### src/rtl/irq_unit_pkg.sv
package irq_unit_pkg;
  localparam int unsigned DATA_W   = 8;
  localparam int unsigned N_SRC    = DATA_W - 1;
  localparam int unsigned ADDR_W   = 4;
  localparam logic [ADDR_W-1:0] FLAG_ADDR = 4'd13;
  localparam logic [ADDR_W-1:0] EN_ADDR   = 4'd14;
  localparam logic [N_SRC-1:0]  IRQ_SRC_MASK = 7'h44;

  typedef logic [N_SRC-1:0] src_vec_t;
  typedef enum logic {EN_CLEAR = 1'b0, EN_SET = 1'b1} en_op_e;
endpackage

### src/rtl/irq_flag_bank.sv
module irq_flag_bank #(
  parameter int unsigned N = 7
) (
  input  logic         clk_i,
  input  logic         rst_ni,
  input  logic [N-1:0] set_i,
  input  logic [N-1:0] sw_clr_i,
  input  logic [N-1:0] hw_clr_i,
  output logic [N-1:0] flag_o
);
  for (genvar b = 0; b < N; b++) begin : g_bit
    logic flag_q;
    always_ff @(posedge clk_i or negedge rst_ni) begin
      if (!rst_ni)                         flag_q <= 1'b0;
      else if (set_i[b])                   flag_q <= 1'b1;  // set beats clear
      else if (sw_clr_i[b] || hw_clr_i[b]) flag_q <= 1'b0;
    end
    assign flag_o[b] = flag_q;

    a_r5_set_wins: assert property (@(posedge clk_i) disable iff (!rst_ni)
      set_i[b] |=> flag_o[b]);
    a_r3_clear: assert property (@(posedge clk_i) disable iff (!rst_ni)
      ((sw_clr_i[b] || hw_clr_i[b]) && !set_i[b]) |=> !flag_o[b]);
    a_r2_no_spurious_set: assert property (@(posedge clk_i) disable iff (!rst_ni)
      (!flag_o[b] && !set_i[b]) |=> !flag_o[b]);
  end
endmodule

### src/rtl/irq_enable_reg.sv
module irq_enable_reg
  import irq_unit_pkg::*;
#(
  parameter int unsigned N = 7
) (
  input  logic         clk_i,
  input  logic         rst_ni,
  input  logic         we_i,
  input  logic [N:0]   wdata_i,
  output logic [N-1:0] en_o
);
  logic [N-1:0] en_q;
  en_op_e       op;

  assign op = en_op_e'(wdata_i[N]);

  always_ff @(posedge clk_i or negedge rst_ni) begin
    if (!rst_ni) en_q <= '0;
    else if (we_i) begin
      if (op == EN_SET) en_q <= en_q | wdata_i[N-1:0];
      else              en_q <= en_q & ~wdata_i[N-1:0];
    end
  end
  assign en_o = en_q;

  a_r8_set_bits: assert property (@(posedge clk_i) disable iff (!rst_ni)
    (we_i && wdata_i[N]) |=> ((en_o & $past(wdata_i[N-1:0])) == $past(wdata_i[N-1:0])));
  a_r9_clear_bits: assert property (@(posedge clk_i) disable iff (!rst_ni)
    (we_i && !wdata_i[N]) |=> ((en_o & $past(wdata_i[N-1:0])) == '0));
  a_r11_hold: assert property (@(posedge clk_i) disable iff (!rst_ni)
    !we_i |=> $stable(en_o));
endmodule

### src/rtl/irq_line.sv
module irq_line #(
  parameter int unsigned N = 7,
  parameter logic [N-1:0] MASK = '1
) (
  input  logic         clk_i,
  input  logic         rst_ni,
  input  logic [N-1:0] flag_i,
  input  logic [N-1:0] en_i,
  output logic         irq_o
);
  logic irq_q;
  always_ff @(posedge clk_i or negedge rst_ni) begin
    if (!rst_ni) irq_q <= 1'b0;
    else         irq_q <= |(flag_i & en_i & MASK);
  end
  assign irq_o = irq_q;

  a_r10_latency: assert property (@(posedge clk_i) disable iff (!rst_ni)
    1'b1 |=> (irq_o == $past(|(flag_i & en_i & MASK))));
endmodule

### src/rtl/irq_flag_enable_unit.sv
module irq_flag_enable_unit
  import irq_unit_pkg::*;
(
  input  logic              clk_i,
  input  logic              rst_ni,
  input  logic              we_i,
  input  logic [ADDR_W-1:0] addr_i,
  input  logic [DATA_W-1:0] wdata_i,
  output logic [DATA_W-1:0] rdata_o,
  input  logic [N_SRC-1:0]  set_i,
  input  logic [N_SRC-1:0]  clr_i,
  output logic              irq_o
);
  src_vec_t flags, enables, sw_clr;
  logic     flag_sel, en_sel, pending;

  assign flag_sel = (addr_i == FLAG_ADDR);
  assign en_sel   = (addr_i == EN_ADDR);
  assign sw_clr   = (we_i && flag_sel) ? wdata_i[N_SRC-1:0] : '0;
  assign pending  = |(flags & enables);

  irq_flag_bank #(.N(N_SRC)) u_flags (
    .clk_i, .rst_ni,
    .set_i    (set_i),
    .sw_clr_i (sw_clr),
    .hw_clr_i (clr_i),
    .flag_o   (flags)
  );

  irq_enable_reg #(.N(N_SRC)) u_enables (
    .clk_i, .rst_ni,
    .we_i    (we_i && en_sel),
    .wdata_i (wdata_i),
    .en_o    (enables)
  );

  irq_line #(.N(N_SRC), .MASK(IRQ_SRC_MASK)) u_line (
    .clk_i, .rst_ni,
    .flag_i (flags),
    .en_i   (enables),
    .irq_o  (irq_o)
  );

  always_comb begin
    rdata_o = '0;
    if (flag_sel)    rdata_o = {pending, flags};
    else if (en_sel) rdata_o = {1'b1, enables};
  end

  a_r7_en_read_top: assert property (@(posedge clk_i) disable iff (!rst_ni)
    en_sel |-> rdata_o[DATA_W-1]);
  a_r11_other_read: assert property (@(posedge clk_i) disable iff (!rst_ni)
    (!flag_sel && !en_sel) |-> (rdata_o == '0));
endmodule

### config.mk
export PLATFORM = sky130hd
export DESIGN_NAME = irq_flag_enable_unit
export DESIGN_NICKNAME = d
export VERILOG_FILES = /design/src/rtl/irq_unit_pkg.sv /design/src/rtl/irq_flag_bank.sv /design/src/rtl/irq_enable_reg.sv /design/src/rtl/irq_line.sv /design/src/rtl/irq_flag_enable_unit.sv
export SDC_FILE = /design/constraint.sdc
export NUM_CORES = 1
export LEC_CHECK = 0
export ABC_AREA = 1
export BUFFER_PORTS_ARGS = -buffer_cell sky130_fd_sc_hd__clkbuf_2
export CAP_MARGIN = 20
export CORE_AREA = 2 2 54 46
export CTS_CLUSTER_SIZE = 20
export DETAILED_ROUTE_END_ITERATION = 16
export DIE_AREA = 0 0 56 48
export PLACE_DENSITY_LB_ADDON = 0.08
export SYNTH_ARGS = -nofsm -noshare
export SYNTH_HDL_FRONTEND = slang
export SYNTH_HIERARCHICAL = 1
export SYNTH_SLANG_ARGS = --single-unit
### constraint.sdc
create_clock -name clk_i -period 3 [get_ports clk_i]
set_clock_uncertainty 0.2 [all_clocks]
set_input_delay 0.45 -clock clk_i [delete_from_list [all_inputs] [get_ports clk_i]]
set_output_delay 0.45 -clock clk_i [all_outputs]
set_load 0.005 [all_outputs]
==> out/metrics.cfg <==
[worst_setup_path]
criticalPathCategory = in -> out
crit_arrival_ps = 1240
r2r_cells = 2
cp-end-kind = output port
critPathRequiredTime_ps = 2350
setup.worst_path.start_class = primary input
path_max_fanout = 9

[logic_synthesis]
syn-num-nets = 169
muxShareOfSynthArea = 0
synth_xor_area_frac = 0
ys.flop_type = dfrtp_1
synth_simple_gate_area_share = 0.402
async_flop_share = 1.00
synth_cells = 140
synthTopCellsByCount = nand2_1 (58), inv_1 (23), dfrtp_1 (15)
ys_ff_latch = 15
ys_warn_count = 6
synth_area_leaders = dfrtp_1 (40%), nand2_1 (23%), inv_1 (9.2%)
ys_seq_area_frac = 0.398
synth_area_per_cell_um2 = 6.74
yosysMostFrequentCell = nand2_1
yosysUniqueCellTypes = 14
synth_top_cell_area_share = 0.398
synth-adder-area-share = 0
syn_area_um2 = 943
synth-edff-count = 0
yosysTopAreaCell = dfrtp_1
synth_compound_area_frac = 0.0371
synth_top_family_by_area = simple AND/OR/NAND/NOR gates

[power]
internal-power_mw = 0.325
seq_power_share = 0.539
clockPowerShare = 0.248
swShare = 0.303
ir_drop_mv = 0.271
powerDensity_nw_per_um2 = 411
p_sw_mw = 0.141
p_leak_nw = 0.674
p_comb_frac = 0.213

[route]
drc = 0
route.vias.total = 899
postRouteAntennaNets = 0
wl_um = 2090
first_iter_violations = 34
drtPass1Iterations = 4
wl_per_cell_um = 10.5
drt-vias-per-instance = 4.52

[placement]
io_buffers = 37
dp_hpwl_um = 1600
gp_congestion = 0.792

[cts]
clk_pin_slew_worst_paths_ps = 90
post_cts_buffers = 0
cts_resized = 0
clock-sinks = 15
cts-root-buf = clkbuf_4
clock_path_buffers = 2
cts_tree = yes
numCtsBuffers = 3
postCtsHoldBufs = 1
clk_latency_ps = 280
cts_max_level = 1

[sta]
rsz0062_at_grt = false
worstMarginPinSlew_ps = 831
drv_slew = 0
setup_viol = 0
hold_violations = 0
timing.final.crit_share = 0.630
slew_headroom = 0.444
fmax_mhz = 529
timing.hold.ws_ps = 142
period_needed_ps = 1890
fin_tns_setup_ps = 0

[cells_and_area]
multiInputGateArea_um2 = 414
nNetsFinal = 204
seq_area_um2 = 375
area_growth_pct = 20.0
fillerInstances = 214
diodes = 0
drive_gt1_frac = 0.299

[run_status]
run_status = finished clean

[floorplan]
die_area_um2 = 2690
die_x_um = 56
fp.dieH_um = 48
std_cell_rows = 15
initial_core_util = 0.449
pin_count = 38
core_um2 = 2100

[worst_hold_path]
hold_path_class = in -> reg
min_path_cells = 3

[global_routing]
grt_pass1_vias = 775
grt.overflow.total = 0
grt_usage = 0.169
grt_max_degree = 16
antenna_found_initial = 0
grt_pass1_wl_um = 3380

[job]
drv_cap = 0

-- critical path, cell delays in order --
cell      delay (ps)
clkbuf_2         130
nand4_2          260
o21ai_1          260
clkbuf_2         150
-- power by group through the flow --
stage	combinational, mW	sequential [mW]	clock (mW)
after global routing	0.117	0.255	0.128
after CTS	0.101	0.251	0.120
final	0.0992	0.251	0.115
after floorplan	0.0669	0.248	0
after detailed placement	0.0995	0.255	0
after global placement	0.0959	0.254	0
-- routing by layer --
metal | GRT usage | share of wire
met1 | 0.221 | 0.44
met2 | 0.282 | 0.48
met3 | 0.0351 | 0.064
met4 | 0.0714 | 0.013
met5 | 0 | 0
-- placed cells by master, fill, tap and decap left out --
cell type / netlist / layout
nand2_1: 58 / 58
clkbuf_2: 0 / 37
inv_1: 23 / 23
dfrtp_1: 15 / 15
nor2_1: 10 / 10
o21ai_1: 7 / 7
nor2_2: 7 / 7
nand3_1: 7 / 7
clkbuf_4: 0 / 3
nand4_2: 1 / 1
nand3_2: 1 / 1
nor2_4: 1 / 1
nand2_4: 1 / 1
inv_2: 1 / 1
clkbuf_1: 0 / 1
dlygate4sd3_1: 0 / 1
-- logic make-up after synthesis --
family,count (synthesis)
compound gates,7
buf+inv,32
flops,15
simple gates,86
-- layout make-up --
| class | count | share of cell area |
|---|---|---|
| Multi-Input combinational cell | 93 | 0.366 |
| Sequential cell | 15 | 0.331 |
| Timing Repair Buffer | 38 | 0.172 |
| Inverter | 24 | 0.0796 |
| Tap cell | 25 | 0.0276 |
| Clock buffer | 4 | 0.0232 |
-- final timing paths --
kind / slack [ps] / to / start
min: 140 / u_flags/g_bit[6].flag_q$_DFFE_PN0P_ / set_i[6]
max in group asynchronous: 1910 / async pin / rst_ni
max: 1110 / rdata_o[6] / addr_i[1]
min reg2reg: 300 / flip-flop / flip-flop
min in group asynchronous: 410 / u_flags/g_bit[2].flag_q$_DFFE_PN0P_ / rst_ni
max reg2reg: 2150 / flip-flop / flip-flop
-- metrics by stage --
step                std cells  total power [mW]   util  setup slack, ps  cell area (µm²)
floorplan                 140             0.315      -             1470              943
global placement          194             0.350  0.521              977             1100
detailed placement        194             0.355  0.521              869             1100
CTS                       199             0.473  0.539             1110             1130
global route              199             0.501  0.539             1010             1130
finish                    199             0.466  0.539             1110             1130
Power figures use the tool's default switching activity.
